File: src/rtl/dual_dptr_pkg.sv
package dual_dptr_pkg;

  // SFR target decoded from the address bus
  typedef enum logic [1:0] {
    TGT_NONE = 2'd0,
    TGT_LO   = 2'd1,
    TGT_HI   = 2'd2,
    TGT_AUX  = 2'd3
  } sfr_tgt_e;

  // Stored bits of the auxiliary select register
  typedef struct packed {
    logic flag_b4;
    logic flag_b3;
    logic bank;
  } aux_state_t;

  // Bit positions within the auxiliary register byte
  localparam int unsigned AUX_BANK_POS = 0;
  localparam int unsigned AUX_B3_POS   = 3;
  localparam int unsigned AUX_B4_POS   = 4;

endpackage

File: src/rtl/dptr_sfr_decode.sv
module dptr_sfr_decode
  import dual_dptr_pkg::*;
#(
  parameter int unsigned AW       = 8,
  parameter logic [7:0]  LO_ADDR  = 8'h82,
  parameter logic [7:0]  HI_ADDR  = 8'h83,
  parameter logic [7:0]  AUX_ADDR = 8'hA2
) (
  input  logic [AW-1:0] addr,
  output sfr_tgt_e      tgt
);

  always_comb begin
    if (addr == AW'(LO_ADDR))       tgt = TGT_LO;
    else if (addr == AW'(HI_ADDR))  tgt = TGT_HI;
    else if (addr == AW'(AUX_ADDR)) tgt = TGT_AUX;
    else                            tgt = TGT_NONE;
  end

endmodule

File: src/rtl/dptr_sel_reg.sv
module dptr_sel_reg
  import dual_dptr_pkg::*;
#(
  parameter int unsigned DATA_W = 8
) (
  input  logic              clk,
  input  logic              rst_n,
  input  logic              we,
  input  logic [DATA_W-1:0] wdata,
  output aux_state_t        aux,
  output logic [DATA_W-1:0] rdata
);

  aux_state_t aux_q;
  logic       unused_bits;

  // Only three bits are kept; the rest of the write byte is dropped
  assign unused_bits = ^{wdata[DATA_W-1:AUX_B4_POS+1], wdata[AUX_B3_POS-1:AUX_BANK_POS+1]};

  always_ff @(posedge clk or negedge rst_n) begin
    if (!rst_n) begin
      aux_q <= '0;
    end else if (we) begin
      aux_q.bank    <= wdata[AUX_BANK_POS];
      aux_q.flag_b3 <= wdata[AUX_B3_POS];
      aux_q.flag_b4 <= wdata[AUX_B4_POS];
    end
  end

  always_comb begin
    rdata               = '0;
    rdata[AUX_BANK_POS] = aux_q.bank;
    rdata[AUX_B3_POS]   = aux_q.flag_b3;
    rdata[AUX_B4_POS]   = aux_q.flag_b4;
  end

  assign aux = aux_q;

  AST_SEL_FOLLOWS_WRITE: assert property (@(posedge clk) disable iff (!rst_n)
    we |=> (aux_q.bank == $past(wdata[AUX_BANK_POS])));
  AST_FLAGS_FOLLOW_WRITE: assert property (@(posedge clk) disable iff (!rst_n)
    we |=> (aux_q.flag_b3 == $past(wdata[AUX_B3_POS])) && (aux_q.flag_b4 == $past(wdata[AUX_B4_POS])));
  AST_SEL_HOLDS: assert property (@(posedge clk) disable iff (!rst_n)
    !we |=> $stable(aux_q));

endmodule

File: src/rtl/dptr_slot.sv
module dptr_slot #(
  parameter int unsigned PTR_W = 16
) (
  input  logic                 clk,
  input  logic                 rst_n,
  input  logic                 active,
  input  logic                 wr_lo,
  input  logic                 wr_hi,
  input  logic [PTR_W/2-1:0]   wdata,
  input  logic                 load,
  input  logic [PTR_W-1:0]     load_val,
  input  logic                 inc,
  output logic [PTR_W-1:0]     q
);

  localparam int unsigned BYTE_W = PTR_W / 2;

  logic [PTR_W-1:0] q_r;
  logic [PTR_W-1:0] q_nxt;
  logic             sfr_touch;

  assign sfr_touch = wr_lo | wr_hi;

  // Priority: SFR byte write, then load, then increment
  always_comb begin
    q_nxt = q_r;
    if (active) begin
      if (sfr_touch) begin
        if (wr_lo) q_nxt[BYTE_W-1:0]     = wdata;
        if (wr_hi) q_nxt[PTR_W-1:BYTE_W] = wdata;
      end else if (load) begin
        q_nxt = load_val;
      end else if (inc) begin
        q_nxt = q_r + PTR_W'(1);
      end
    end
  end

  always_ff @(posedge clk or negedge rst_n) begin
    if (!rst_n) q_r <= '0;
    else        q_r <= q_nxt;
  end

  assign q = q_r;

  AST_IDLE_HOLD: assert property (@(posedge clk) disable iff (!rst_n)
    !active |=> $stable(q_r));
  AST_INC_STEP: assert property (@(posedge clk) disable iff (!rst_n)
    (active && inc && !load && !sfr_touch) |=> (q_r == $past(q_r) + PTR_W'(1)));
  AST_LOAD_TAKES: assert property (@(posedge clk) disable iff (!rst_n)
    (active && load && !sfr_touch) |=> (q_r == $past(load_val)));
  AST_LO_WRITE_WINS: assert property (@(posedge clk) disable iff (!rst_n)
    (active && wr_lo) |=> (q_r[BYTE_W-1:0] == $past(wdata)));
  AST_LO_KEEPS_HI: assert property (@(posedge clk) disable iff (!rst_n)
    (active && wr_lo && !wr_hi) |=> (q_r[PTR_W-1:BYTE_W] == $past(q_r[PTR_W-1:BYTE_W])));
  AST_HI_KEEPS_LO: assert property (@(posedge clk) disable iff (!rst_n)
    (active && wr_hi && !wr_lo) |=> (q_r[BYTE_W-1:0] == $past(q_r[BYTE_W-1:0])));

endmodule

File: src/rtl/dual_dptr_bank.sv
module dual_dptr_bank
  import dual_dptr_pkg::*;
#(
  parameter int unsigned DATA_W   = 8,
  parameter logic [7:0]  LO_ADDR  = 8'h82,
  parameter logic [7:0]  HI_ADDR  = 8'h83,
  parameter logic [7:0]  AUX_ADDR = 8'hA2
) (
  input  logic                  clk,
  input  logic                  rst_n,
  input  logic [7:0]            sfr_addr,
  input  logic                  sfr_we,
  input  logic [DATA_W-1:0]     sfr_wdata,
  output logic [DATA_W-1:0]     sfr_rdata,
  output logic                  sfr_hit,
  input  logic                  ptr_load,
  input  logic [2*DATA_W-1:0]   ptr_load_val,
  input  logic                  ptr_inc,
  output logic                  ptr_sel,
  output logic [2*DATA_W-1:0]   ptr_addr
);

  localparam int unsigned PTR_W   = 2 * DATA_W;
  localparam int unsigned NUM_PTR = 2;

  sfr_tgt_e          tgt;
  aux_state_t        aux;
  logic [DATA_W-1:0] aux_rdata;
  logic              wr_lo;
  logic              wr_hi;
  logic              wr_aux;
  logic [PTR_W-1:0]  slot_q [NUM_PTR];
  logic [PTR_W-1:0]  act_q;

  dptr_sfr_decode #(
    .AW       (8),
    .LO_ADDR  (LO_ADDR),
    .HI_ADDR  (HI_ADDR),
    .AUX_ADDR (AUX_ADDR)
  ) u_dec (
    .addr (sfr_addr),
    .tgt  (tgt)
  );

  assign wr_lo  = sfr_we && (tgt == TGT_LO);
  assign wr_hi  = sfr_we && (tgt == TGT_HI);
  assign wr_aux = sfr_we && (tgt == TGT_AUX);

  dptr_sel_reg #(
    .DATA_W (DATA_W)
  ) u_sel (
    .clk   (clk),
    .rst_n (rst_n),
    .we    (wr_aux),
    .wdata (sfr_wdata),
    .aux   (aux),
    .rdata (aux_rdata)
  );

  for (genvar gi = 0; gi < NUM_PTR; gi++) begin : g_slot
    dptr_slot #(
      .PTR_W (PTR_W)
    ) u_slot (
      .clk      (clk),
      .rst_n    (rst_n),
      .active   (aux.bank == gi[0]),
      .wr_lo    (wr_lo),
      .wr_hi    (wr_hi),
      .wdata    (sfr_wdata),
      .load     (ptr_load),
      .load_val (ptr_load_val),
      .inc      (ptr_inc),
      .q        (slot_q[gi])
    );
  end

  assign act_q    = aux.bank ? slot_q[1] : slot_q[0];
  assign ptr_addr = act_q;
  assign ptr_sel  = aux.bank;

  always_comb begin
    unique case (tgt)
      TGT_LO:  sfr_rdata = act_q[DATA_W-1:0];
      TGT_HI:  sfr_rdata = act_q[PTR_W-1:DATA_W];
      TGT_AUX: sfr_rdata = aux_rdata;
      default: sfr_rdata = '0;
    endcase
  end

  assign sfr_hit = (tgt != TGT_NONE);

  AST_MISS_READS_ZERO: assert property (@(posedge clk) disable iff (!rst_n)
    !sfr_hit |-> (sfr_rdata == '0));
  AST_RSVD_AUX_ZERO: assert property (@(posedge clk) disable iff (!rst_n)
    (tgt == TGT_AUX) |-> (sfr_rdata[2:1] == 2'b00) && (sfr_rdata[DATA_W-1:5] == '0));
  AST_SEL_SWITCH_ADDR: assert property (@(posedge clk) disable iff (!rst_n)
    (wr_aux && !ptr_load && !ptr_inc) |=> (ptr_sel == $past(sfr_wdata[0])));

endmodule

File: config.mk
export PLATFORM = sky130hd
export DESIGN_NAME = dual_dptr_bank
export DESIGN_NICKNAME = d
export VERILOG_FILES = /design/src/rtl/dual_dptr_pkg.sv /design/src/rtl/dptr_sfr_decode.sv /design/src/rtl/dptr_sel_reg.sv /design/src/rtl/dptr_slot.sv /design/src/rtl/dual_dptr_bank.sv
export SDC_FILE = /design/constraint.sdc
export NUM_CORES = 1
export LEC_CHECK = 0
export BUFFER_PORTS_ARGS = -buffer_cell sky130_fd_sc_hd__buf_4
export CELL_PAD_IN_SITES_DETAIL_PLACEMENT = 1
export CELL_PAD_IN_SITES_GLOBAL_PLACEMENT = 1
export CORE_MARGIN = 4
export CORE_UTILIZATION = 40
export DETAILED_ROUTE_END_ITERATION = 10
export GPL_TIMING_DRIVEN = 0
export PLACE_DENSITY = 0.9
export SYNTH_ARGS = -nofsm -noshare
export SYNTH_HDL_FRONTEND = slang
export SYNTH_SLANG_ARGS = --single-unit
File: constraint.sdc
create_clock -name clk -period 2 [get_ports clk]
set_input_delay 0.1 -clock clk [delete_from_list [all_inputs] [get_ports clk]]
set_output_delay 0.1 -clock clk [all_outputs]
set_load 0.05 [all_outputs]
## Yosys cells after proc, flatten, opt, wreduce, memory -nomap -nowiden

Index checks and enable logic that the tools add are counted.

| storage, ports and cells | value |
|---|---|
| flip-flop bits (word level) | 35 |
| input port bits | 37 |
| output and inout bits | 26 |
| word-level logic and storage cells | 41 |

| operators by class | value |
|---|---|
| $add $sub $neg | 2 |
| eq/ne operators | 8 |
| mux-type cells | 13 |
| bitwise logic cells | 2 |
| reduce and logical (&&, ||, !) cells | 9 |

Operator list:

| cell | number |
|---|---|
| $mux 16 | 7 |
| $add 16x1->16 const B | 2 |
| $eq 8x8->1 const B | 3 |
| $pmux 8 s3 | 1 |
| $mux 8 | 2 |
| $reduce_and 3->1 | 4 |
| $mux 2 | 3 |
| $eq 2x2->1 const B | 2 |
| $ne 2x1->1 const B | 2 |
| $logic_and 1x1->1 | 3 |
| $reduce_bool 3->1 | 1 |
| $eq 2x1->1 const B | 1 |
| $reduce_bool 2->1 | 1 |
| $not 1->1 | 1 |
| $or 1x1->1 | 1 |

## Depth between registers and ports, before layout

Gate-level depths: netlist (run 1).

| depth | value |
|---|---|
| depth in word-level cells | 9 |
| gate-level depth with buffers | 7 |
| gate-level depth less buffers | 6 |

## Hierarchy

A second synthesis (run 1) with hierarchy kept.

| second synthesis, totals | value |
|---|---|
| cells, all modules | 387 |
| area total of the unflattened synthesis | 3,288.2 µm² |

By module, submodules not included:

| module | times used | cells each | area each (µm²) | sequential area each (µm²) |
|---|---|---|---|---|
| dptr_slot | 2 | 153 | 1,312.5 | 400.4 |
| dual_dptr_bank | 1 | 62 | 451.7 | 0.0 |
| dptr_sel_reg | 1 | 15 | 172.7 | 75.1 |
| dptr_sfr_decode | 1 | 4 | 38.8 | 0.0 |

## Worst setup path before layout (run 1)

No wires, ideal clock.

| timing | value |
|---|---|
| path kind | flip-flop to output port |
| start point | reg u_sel.aux_q, in the netlist u_sel.aux[0] |
| end point | out sfr_rdata[1] |
| arrival | 3.807 ns |
| required time | 1.900 ns |
| path slack | -1.907 ns |
| cell stages (with the launch flop) | 6 |
| buffers on the path | 2 |
| cells stage by stage | dfrtp_1 -> buf_2 -> buf_1 -> o21ai_0 -> nor2_1 -> nor4_1 |

| on the way | value |
|---|---|
| longest elaborated chain between the ends | 2 |

Ends and longest elaborated chain:

| element | line | RTL |
|---|---|---|
| start: declaration | dptr_sel_reg.sv:14 | `aux_state_t aux_q;` |
| $mux 16 | dual_dptr_bank.sv:77 | `assign act_q = aux.bank ? slot_q[1] : slot_q[0];` |
| named net ptr_addr[9] | dual_dptr_bank.sv:20 | `output logic [2*DATA_W-1:0] ptr_addr` |
| $pmux 8 s3 | dual_dptr_bank.sv:82 | `unique case (tgt)` |
| end: declaration | dual_dptr_bank.sv:14 | `output logic [DATA_W-1:0] sfr_rdata,` |

The timed path passes the listed nets, and every way through them passes these cells.

## Worst setup path in the final report (run 1)

| timing | value |
|---|---|
| start point | reg u_sel.aux_q, in the netlist u_sel.aux[0] |
| end point | out sfr_rdata[0] |

| on the way | value |
|---|---|
| longest elaborated chain between the ends | 2 |

Ends and longest elaborated chain:

| element | line |
|---|---|
| $mux 16 | dual_dptr_bank.sv:77 |
| $pmux 8 s3 * | dual_dptr_bank.sv:82 |

Mark *: on every way between the ends. The rest lies on a longest branch, timed or not.

==> qor.txt, run 1 <==
OUTCOME
---------------------------------------------------------------------------------
Outcome ............................................................ finished with violations
Failing checks ..................................................... setup timing

SYNTH
---------------------------------------------------------------------------------
Number of enable-type register cells in the synthesized netlist ....            0
Most used DFF post-synth ...........................................      dfrtp_1
Count of cell types in the netlist .................................           48
Synthesized net count ..............................................          375
Most common cell in the synthesized netlist ........................      dfrtp_1
Instance count of the mapped netlist ...............................          336
Register bit total from synthesis ..................................           35
Async set-or-reset flop fraction in the synthesized netlist ........         1.00
Cell type with the highest aggregate area in the netlist ...........      dfrtp_1
Top post-synthesis cells by area ................................... dfrtp_1, mux2_2, a21oi_1
Mean post-synth cell area ..........................................   8.21 sq um
Number of synthesis warnings .......................................            0
Sequential share of the synthesized area ...........................        0.317
Cell Area, Synth ...................................................   2760 sq um
Commonest cells post-synth ......................................... dfrtp_1, a21oi_1, nor2_1
Post-synth top area share ..........................................        0.317

GRT
---------------------------------------------------------------------------------
Total congestion overflow after global routing .....................            0
Maximum number of pins on one net before global-route repair .......           36
Overall Global Routing Usage .......................................        0.283
Antenna violations before repair ...................................            0
Global-route wire length before repair ............................. 18400 microns
Via count of the first global-routing pass .........................         3347

CRITICAL PATH
---------------------------------------------------------------------------------
Startpoint of the lowest-slack register-to-register path ........... g_slot[1].u_slot.q[0]$_DFFE_PN0P_
Source of the critical timing path ................................. u_sel.aux[0]$_DFFE_PN0P_
Required time of the worst setup path ..............................      1.90 ns
Slowest stage cell, crit path ......................................      dfrtp_2
Cells on worst reg2reg path ........................................            6
Arrival time reported for the critical path endpoint ...............      1.92 ns
Kind of critical path .............................................. flop to output port
Crit Reg-Reg Endpoint .............................................. g_slot[1].u_slot.q[8]$_DFFE_PN0P_
Critical Path Fanout Max ...........................................            6
Crit-path max cell delay ...........................................      0.48 ns
R2R setup slack ....................................................      0.03 ns
Critical path launch point type ....................................         flop
Cells traversed along the worst timing path ........................ buf_6 -> mux2_4 -> nor2_2 -> or3_4 -> a21oi_4 -> buf_6
Kind of capture point of the worst setup path ......................  output port
Most frequent cell on the critical path ............................        buf_6

PWR
---------------------------------------------------------------------------------
Power density over cell area .......................................  738 nW/um^2
Overall Power ......................................................      2.77 mW
Worst VDD drop .....................................................     0.356 mV
LEAKAGE ............................................................      1.52 nW

DETAILED ROUTING
---------------------------------------------------------------------------------
Drt initial violations .............................................          258
DRC violation count after routing ..................................            0
Antenna Violating Nets Remaining ...................................            0
Vias per cell ......................................................         6.67
Number of iterations in the first detailed-routing pass ............            5
DRT Wirelength ..................................................... 12400 microns
DR vias ............................................................         3294
Routed len/inst .................................................... 25.0 microns

PLACED DESIGN
---------------------------------------------------------------------------------
DP Area ............................................................   3480 sq um
Final weighted congestion of routability-driven global placement ...        0.916
Final HPWL DP ...................................................... 8810 microns
Port-buffer cells ..................................................           62
Post-placement cell count ..........................................          478

CTS
---------------------------------------------------------------------------------
Clock net sink count ...............................................           35
Num CTS Buffers ....................................................            5
H-tree level count .................................................            2
CTS tree ...........................................................        built
Clock root buffer ..................................................     clkbuf_8
Clk buf depth ......................................................            2
Clock slew seen by the registers of the worst setup and hold paths .      0.08 ns
Clock latency at the later pin of the worst-skew pair ..............      0.30 ns

FLOORPLAN
---------------------------------------------------------------------------------
Placeable Area .....................................................   6760 sq um
Floorplan die height ............................................... 91.1 microns
Standard-cell row count ............................................           30
Die Outline Area ...................................................   8290 sq um
Effective utilization at floorplan .................................        0.408
Width of the die ................................................... 91.1 microns
I/O pins ...........................................................           63

STA
---------------------------------------------------------------------------------
Unrepaired setup endpoints after global routing ....................          yes
Worst hold slack after final layout ................................    0.0643 ns
Achievable frequency ...............................................    0.495 GHz
Worst setup slack after layout .....................................   -0.0222 ns
Normalized max-slew margin .........................................        0.535
Final setup vio count ..............................................            2
Final min period ...................................................      2.02 ns
Post-route clock skew ..............................................   0.00693 ns
Number of hold-slack violations in the final timing report .........            0
Slew @ Worst Pin ...................................................     0.697 ns
Setup TNS ..........................................................   -0.0268 ns
Final critical-path share of the clock period ......................         1.01
Max-slew violation total from the final report .....................            0

RUN
---------------------------------------------------------------------------------
Total of max-cap violations ........................................            0

HOLD PATH
---------------------------------------------------------------------------------
Path type of the worst min-delay path .............................. input pin to flop
Hold Crit Start .................................................... sfr_wdata[4]
Worst Hold Path Cells ..............................................            2
Hold Crit Endpoint ................................................. u_sel.aux[2]$_DFFE_PN0P_

FINISH
---------------------------------------------------------------------------------
Count of nets after finishing ......................................          452
# diodes ...........................................................            0
Relative area change from synthesis to final layout ................        36.1%
Layout cells sized above 1 .........................................        0.348
Fill cell count ....................................................          809
Final instance count without filler cells ..........................          494
Final design instance area without fill ............................   3760 sq um

-- flip-flops by register name (all words and copies together), names as in the netlist --
name,flops
g_slot.u_slot.q,32
u_sel.aux,3
-- stage by stage --
step | worst slack, ns | util
3_5_place_dp | -0.152 | 0.516
3_3_place_gp | -0.134 | 0.516
5_1_grt | -0.0416 | 0.556
6_report | -0.0222 | 0.556
4_1_cts | -0.0176 | 0.540
2_1_floorplan | -0.0522 | -
-- kinds of logic (layout without fill, tap and decap cells) --
kind of cell    Yosys count  after routing  synth area share
compound gates          121            121             0.289
mux                      21             21            0.0844
xor+xnor                  6              6            0.0190
fa+ha+maj                 2              2           0.00907
simple gates            124            124             0.236
buf+inv                  27            105            0.0454
flops                    35             35             0.317
-- routing by layer --
metal,global-route usage,vias up,share of wire
li1,-,1419,-
met1,0.365,1662,0.40
met2,0.481,178,0.50
met3,0.0539,35,0.077
met4,0.0842,0,0.029
met5,0,-,0
-- worst max path at each step --
stage                               to  slack, ns  depth (start not counted)
after CTS                 sfr_rdata[4]      -0.02                          6
final                     sfr_rdata[0]      -0.02                          6
after global routing      sfr_rdata[0]      -0.04                          6
after detailed placement  sfr_rdata[2]      -0.15                          6
after floorplan                sfr_hit      -0.05                          4
after global placement    sfr_rdata[2]      -0.13                          6
-- area by class of cell --
class	instances	area [sq um]	area share
buffer	18	109	0.0290
clock buffer	8	100	0.0266
inverter	6	22.5	0.00600
multi-input combinational	274	1960	0.522
sequential	35	880	0.234
tap	80	100	0.0266
timing repair buffer	73	586	0.156
-- critical path, delay by kind of cell (launching register included) --
| family | cells | cell delay, ns |
|---|---|---|
| AO/OA/AOI/OAI | 1 | 0.15 |
| buffers and inverters | 2 | 0.34 |
| flip-flops | 1 | 0.48 |
| AND/OR/NAND/NOR | 2 | 0.44 |
| multiplexers | 1 | 0.21 |
-- cell usage in the layout, fill, tap and decap left out, types with 3 or more instances in the layout --
cell / n
mux2_4: 13
o31ai_1: 7
o21ai_0: 23
nand2b_1: 5
a31o_2: 3
mux2_2: 5
buf_2: 8
clkbuf_1: 7
nand4_1: 6
a31oi_1: 24
inv_1: 4
nand2_1: 30
buf_4: 68
nor4_4: 5
nor3b_2: 3
clkbuf_8: 7
o21a_1: 9
o22a_1: 6
dfrtp_1: 32
and4_1: 3
dfrtp_2: 3
a21oi_1: 31
buf_6: 5
and3_1: 5
xnor2_1: 4
nand3_1: 16
nand3b_1: 3
nor2_1: 29
nor3_1: 3
-- power by group --
| part | switching (mW) | internal [mW] |
|---|---|---|
| registers | 0.214 | 0.842 |
| logic | 0.649 | 0.457 |
| clock network | 0.292 | 0.315 |
-- timing repair --
| item | CTS | global route |
|---|---|---|
| hold buffers | 1 | 0 |
| setup endpoints to repair | 9 | 8 |
| endpoints found under the hold margin | 35 | 0 |
| pin swaps | 0 | 3 |
| resized for setup | 11 | 13 |
| setup buffers | 2 | 9 |
(Power assumes the default switching activity.)
==> run 2, diff against run 1 <==
Settings changed: ABC_AREA set to 1, CORE_UTILIZATION 40 to 38, PLACE_DENSITY 0.9 to 0.91, SKIP_CTS_REPAIR_TIMING set to 1.
==> qor.txt, run 2 <==
FINISH
-------------------------------------------------------------------------------------
Multi-input combinational cell area ....................................   2060 sq um
Fill cell count ........................................................         1108
Relative area change from synthesis to final layout ....................        25.8%
Final instance count without filler cells ..............................          704
Final design utilization ...............................................        0.503
Count of nets after finishing ..........................................          640
# diodes ...............................................................            0
Max reg flops ..........................................................           32
Layout cells sized above 1 .............................................        0.231
Final design instance area without fill ................................   3970 sq um
Top library cells by usage in the layout, fill and taps aside .......... nand2_1, buf_4, inv_1, nor2_1, dfrtp_1
Most frequent standard cell in the layout excluding fill and tap cells .      nand2_1
Reg area ...............................................................    877 sq um

SYNTH
-------------------------------------------------------------------------------------
Async set-or-reset flop fraction in the synthesized netlist ............         1.00
Synthesized net count ..................................................          571
Instance count of the mapped netlist ...................................          532
Number of enable-type register cells in the synthesized netlist ........            0
Post-synth top area share ..............................................        0.277
Mean post-synth cell area ..............................................   5.94 sq um
Register bit total from synthesis ......................................           35
Top post-synthesis cells by area ....................................... dfrtp_1, nand2_1, o21ai_0
Commonest cells post-synth ............................................. nand2_1, inv_1, nor2_1
Count of cell types in the netlist .....................................           29
Most used DFF post-synth ...............................................      dfrtp_1
Number of synthesis warnings ...........................................            0
Sequential share of the synthesized area ...............................        0.277
Most common cell in the synthesized netlist ............................      nand2_1
Cell type with the highest aggregate area in the netlist ...............      dfrtp_1
Cell Area, Synth .......................................................   3160 sq um

GRT
-------------------------------------------------------------------------------------
Via count of the first global-routing pass .............................         4043
Total congestion overflow after global routing .........................            0
Overall Global Routing Usage ...........................................        0.278
Antenna violations before repair .......................................            0
Maximum number of pins on one net before global-route repair ...........           36
Global-route wire length before repair ................................. 21400 microns

PLACED DESIGN
-------------------------------------------------------------------------------------
Final HPWL DP .......................................................... 10500 microns
Post-place setup slack .................................................     0.106 ns
Port-buffer cells ......................................................           61
DP Area ................................................................   3850 sq um
Final weighted congestion of routability-driven global placement .......        0.976
Post-placement cell count ..............................................          695

CRITICAL PATH
-------------------------------------------------------------------------------------
Slowest stage cell, crit path ..........................................      dfrtp_1
Crit Reg-Reg Endpoint .................................................. g_slot[0].u_slot.q[10]$_DFFE_PN0P_
Critical path launch point type ........................................         flop
Required time of the worst setup path ..................................      2.22 ns
Critical Path Sink ..................................................... g_slot[0].u_slot.q[10]$_DFFE_PN0P_
R2R setup slack ........................................................      0.06 ns
Cells on worst reg2reg path ............................................            9
Crit-path max cell delay ...............................................      0.43 ns
Most frequent cell on the critical path ................................      nand2_1
Critical Path Fanout Max ...............................................            6
Kind of capture point of the worst setup path ..........................         flop
Arrival time reported for the critical path endpoint ...................      2.16 ns
Kind of critical path .................................................. flop to flop
Startpoint of the lowest-slack register-to-register path ............... g_slot[0].u_slot.q[1]$_DFFE_PN0P_
Source of the critical timing path ..................................... g_slot[0].u_slot.q[1]$_DFFE_PN0P_
Cells traversed along the worst timing path ............................ ha_1 -> nand3_1 -> inv_2 -> nand3_1 -> nand2_1 -> nand2_1 -> o21ai_0 -> nand2_1 -> a21oi_1

CTS
-------------------------------------------------------------------------------------
Clock root buffer ......................................................     clkbuf_8
H-tree level count .....................................................            2
Num CTS Buffers ........................................................            5
Clk buf depth ..........................................................            2
Clock latency at the later pin of the worst-skew pair ..................      0.30 ns
Clock net sink count ...................................................           35
CTS tree ...............................................................        built
Clock slew seen by the registers of the worst setup and hold paths .....      0.08 ns

STA
-------------------------------------------------------------------------------------
Normalized max-slew margin .............................................        0.602
Post-route clock skew ..................................................   0.00486 ns
Unrepaired setup endpoints after global routing ........................           no
Number of hold-slack violations in the final timing report .............            0
Worst setup slack after layout .........................................    0.0625 ns
Max-slew violation total from the final report .........................            0
Final critical-path share of the clock period ..........................        0.969
Slew @ Worst Pin .......................................................     0.598 ns
Worst hold slack after final layout ....................................    0.0762 ns
Final min period .......................................................      1.94 ns
Final setup vio count ..................................................            0
Achievable frequency ...................................................    0.516 GHz

DETAILED ROUTING
-------------------------------------------------------------------------------------
Number of iterations in the first detailed-routing pass ................            6
Vias per cell ..........................................................         5.65
Antenna Violating Nets Remaining .......................................            0
DR vias ................................................................         3977
Drt initial violations .................................................          331
DRT Wirelength ......................................................... 13400 microns
Routed len/inst ........................................................ 19.1 microns
DRC violation count after routing ......................................            0

PWR
-------------------------------------------------------------------------------------
Power density over cell area ...........................................  824 nW/um^2
Worst VDD drop .........................................................     0.306 mV
LEAKAGE ................................................................      2.17 nW

FLOORPLAN
-------------------------------------------------------------------------------------
Placeable Area .........................................................   7890 sq um
Die Outline Area .......................................................   9830 sq um
Floorplan die height ................................................... 99.2 microns
Width of the die ....................................................... 99.2 microns
I/O pins ...............................................................           63
Effective utilization at floorplan .....................................        0.400
Standard-cell row count ................................................           32

HOLD PATH
-------------------------------------------------------------------------------------
Hold Crit Start ........................................................ sfr_wdata[0]
Path type of the worst min-delay path .................................. input pin to flop

RUN
-------------------------------------------------------------------------------------
Total of max-cap violations ............................................            0

OUTCOME
-------------------------------------------------------------------------------------
Outcome ................................................................    completed

[run 2: changes by cell type in the layout (fill, tap and decap cells not counted), moves of 13 or more]
cell     change
inv_1       +50
nor2_1      +23
nand2_1    +182
nand3_1     +16
o21ai_2     +16
mux2_4      -13
a31oi_1     -24
[run 2: worst max-delay path: cells and delay by family, from the launching register on]
family / cells / cell delay [ns]
buffers and inverters: 1 / 0.21
DFF: 1 / 0.43
adders and majority gates: 1 / 0.27
and+or+nand+nor: 5 / 0.62
AOI/OAI and AO/OA: 2 / 0.33
[run 2: worst min-delay path by stage]
stage	slack (ns)	depth (start not counted)	endpoint
floorplan	-0.20	0	g_slot[0].u_slot.q[0]$_DFFE_PN0P_
global placement	0.10	1	g_slot[1].u_slot.q[3]$_DFFE_PN0P_
detailed placement	0.1	1	g_slot[1].u_slot.q[3]$_DFFE_PN0P_
CTS	-0.22	1	g_slot[1].u_slot.q[3]$_DFFE_PN0P_
global route	0.11	3	u_sel.aux[0]$_DFFE_PN0P_
finish	0.08	3	u_sel.aux[0]$_DFFE_PN0P_
[run 2: kinds of logic after synthesis]
logic type,count (synthesis),synth area share
AO/OA/AOI/OAI,88,0.155
adder cells (fa/ha/maj),2,0.00792
buffers and inverters,79,0.105
XOR/XNOR,1,0.00277
flip-flops,35,0.277
AND/OR/NAND/NOR,327,0.452
[run 2: layout make-up]
cell class,instances,area share
Buffer,16,0.0262
Clock buffer,8,0.0252
Inverter,63,0.0599
Multi-Input combinational cell,418,0.518
Sequential cell,35,0.221
Tap cell,102,0.0321
Timing Repair Buffer,62,0.118
[run 2: report_power, final]
part / leakage [nW] / switching [mW] / internal (mW)
combinational: 1.70 / 1.02 / 0.482
sequential: 0.422 / 0.268 / 0.904
clock: 0.0515 / 0.283 / 0.315
[run 2: routing by layer]
metal,vias to the layer above,global-route usage,wire length (microns)
met2,196,0.456,6220
met4,0,0.110,659
met5,-,0,0
met1,1900,0.361,5390
met3,55,0.0505,1160
li1,1826,-,-
[run 2: through the flow]
step | setup TNS [ns] | power, mW
2_1_floorplan | 0 | 2.16
3_3_place_gp | 0 | 2.53
3_5_place_dp | 0 | 2.63
4_1_cts | -0.968 | 3.24
5_1_grt | 0 | 3.49
6_report | 0 | 3.27
==> run 3, diff against run 2 <==
Settings changed: MAX_ROUTING_LAYER set to met4.
==> qor.txt, run 3 (synthesis gave the netlist of run 2 again) <==
FLOORPLAN
-------------------------------------------------------------------------------------
Die Outline Area .......................................................   9830 sq um
Floorplan die height ................................................... 99.2 microns
Width of the die ....................................................... 99.2 microns
Standard-cell row count ................................................           32
Effective utilization at floorplan .....................................        0.400
Placeable Area .........................................................   7890 sq um
I/O pins ...............................................................           63

FINISH
-------------------------------------------------------------------------------------
Max reg flops ..........................................................           32
Top library cells by usage in the layout, fill and taps aside .......... nand2_1, buf_4, inv_1, nor2_1
Most frequent standard cell in the layout excluding fill and tap cells .      nand2_1
Count of nets after finishing ..........................................          640
Layout cells sized above 1 .............................................        0.229
Fill cell count ........................................................         1096
Relative area change from synthesis to final layout ....................        25.1%
Final design utilization ...............................................        0.501
# diodes ...............................................................            0
Final design instance area without fill ................................   3950 sq um

GRT
-------------------------------------------------------------------------------------
Global-route wire length before repair ................................. 21600 microns
Met3 track demand over resource in global routing ......................       0.0477
Via count of the first global-routing pass .............................         4047
Total congestion overflow after global routing .........................            0
Overall Global Routing Usage ...........................................        0.289
Maximum number of pins on one net before global-route repair ...........           36
Met1 Usage GRT .........................................................        0.364
GRT met2 Usage .........................................................        0.464
Antenna violations before repair .......................................            0
Gr busiest metal .......................................................         met2

PLACED DESIGN
-------------------------------------------------------------------------------------
Post-place setup slack .................................................     0.119 ns
Port-buffer cells ......................................................           61
Final HPWL DP .......................................................... 10900 microns
DP Area ................................................................   3850 sq um
Final weighted congestion of routability-driven global placement .......        0.984

STA
-------------------------------------------------------------------------------------
Worst setup slack after layout .........................................    0.0392 ns
Achievable frequency ...................................................    0.510 GHz
Unrepaired setup endpoints after global routing ........................          yes
Number of hold-slack violations in the final timing report .............            0
Max-slew violation total from the final report .........................            0
Final setup vio count ..................................................            0
Post-route clock skew ..................................................   0.00771 ns
Final critical-path share of the clock period ..........................        0.980
Normalized max-slew margin .............................................        0.544
Worst hold slack after final layout ....................................     0.106 ns
Slew @ Worst Pin .......................................................     0.684 ns
Final min period .......................................................      1.96 ns

CTS
-------------------------------------------------------------------------------------
Clock net sink count ...................................................           35
Clock root buffer ......................................................     clkbuf_8
H-tree level count .....................................................            2
Clock slew seen by the registers of the worst setup and hold paths .....      0.07 ns
Clk buf depth ..........................................................            2
Clock latency at the later pin of the worst-skew pair ..................      0.30 ns
Num CTS Buffers ........................................................            5
CTS tree ...............................................................        built

PWR
-------------------------------------------------------------------------------------
Power density over cell area ...........................................  810 nW/um^2
LEAKAGE ................................................................      2.16 nW
Worst VDD drop .........................................................     0.387 mV

CRITICAL PATH
-------------------------------------------------------------------------------------
Critical path launch point type ........................................         flop
Critical Path Fanout Max ...............................................           10
Kind of capture point of the worst setup path ..........................  output port
Required time of the worst setup path ..................................      1.90 ns
Kind of critical path .................................................. flop to output port
Arrival time reported for the critical path endpoint ...................      1.86 ns

HOLD PATH
-------------------------------------------------------------------------------------
Path type of the worst min-delay path .................................. input pin to flop

DETAILED ROUTING
-------------------------------------------------------------------------------------
Antenna Violating Nets Remaining .......................................            0
Routed len/inst ........................................................ 19.6 microns
Number of iterations in the first detailed-routing pass ................            5
Drt initial violations .................................................          366
DRC violation count after routing ......................................            0
Vias per cell ..........................................................         5.70
DR vias ................................................................         4010
DRT Wirelength ......................................................... 13800 microns

OUTCOME
-------------------------------------------------------------------------------------
Outcome ................................................................    completed

RUN
-------------------------------------------------------------------------------------
Total of max-cap violations ............................................            0

-- run 3: critical path, stage by stage (launching register included) --
cell and delay (ns):
dfrtp_2 0.36, buf_2 0.25, clkbuf_4 0.33, nand2_1 0.12
o21ai_2 0.11, a22o_2 0.20, buf_4 0.20
-- run 3: layout make-up --
cell class	instances	area, sq um	area share
Buffer	16	104	0.0263
Clock buffer	7	76.3	0.0193
Clock inverter	1	5.00	0.00127
Inverter	63	238	0.0602
Multi-Input combinational cell	418	2050	0.520
Sequential cell	35	878	0.222
Tap cell	102	128	0.0323
Timing Repair Buffer	62	468	0.118
-- run 3: worst paths after layout --
kind / startpoint / to / slack, ns / depth (start not counted)
setup / recovery: u_sel.aux[0]$_DFFE_PN0P_ / sfr_rdata[5] / 0.04 / 6
hold / removal: sfr_wdata[0] / u_sel.aux[0]$_DFFE_PN0P_ / 0.11 / 3
setup reg to reg: g_slot[0].u_slot.q[1]$_DFFE_PN0P_ / g_slot[0].u_slot.q[10]$_DFFE_PN0P_ / 0.17 / 9
hold reg to reg: u_sel.aux[2]$_DFFE_PN0P_ / u_sel.aux[2]$_DFFE_PN0P_ / 0.50 / 2
max in group asynchronous: rst_n / u_sel.aux[0]$_DFFE_PN0P_ / 1.32 / 2
min in group asynchronous: rst_n / g_slot[1].u_slot.q[1]$_DFFE_PN0P_ / 0.30 / 2
-- run 3: metal layers --
metal  routed length [microns]  part of all wire
met5                         0                 0
met4                       642             0.047
met3                      1240             0.090
met2                      6480              0.47
met1                      5400              0.39
-- run 3: power breakdown --
group / internal, mW / switching [mW]
sequential: 0.906 / 0.266
clock: 0.245 / 0.290
combinational: 0.482 / 1.01
total: 1.63 / 1.57
-- run 3: per-stage QoR --
stage                     power, mW  instances  setup TNS, ns
after floorplan                2.16        532              0
after global placement         2.53        695              0
after detailed placement       2.63        695              0
after CTS                      3.16        703         -0.863
after global routing           3.41        704       -0.00763
final                          3.20        704              0
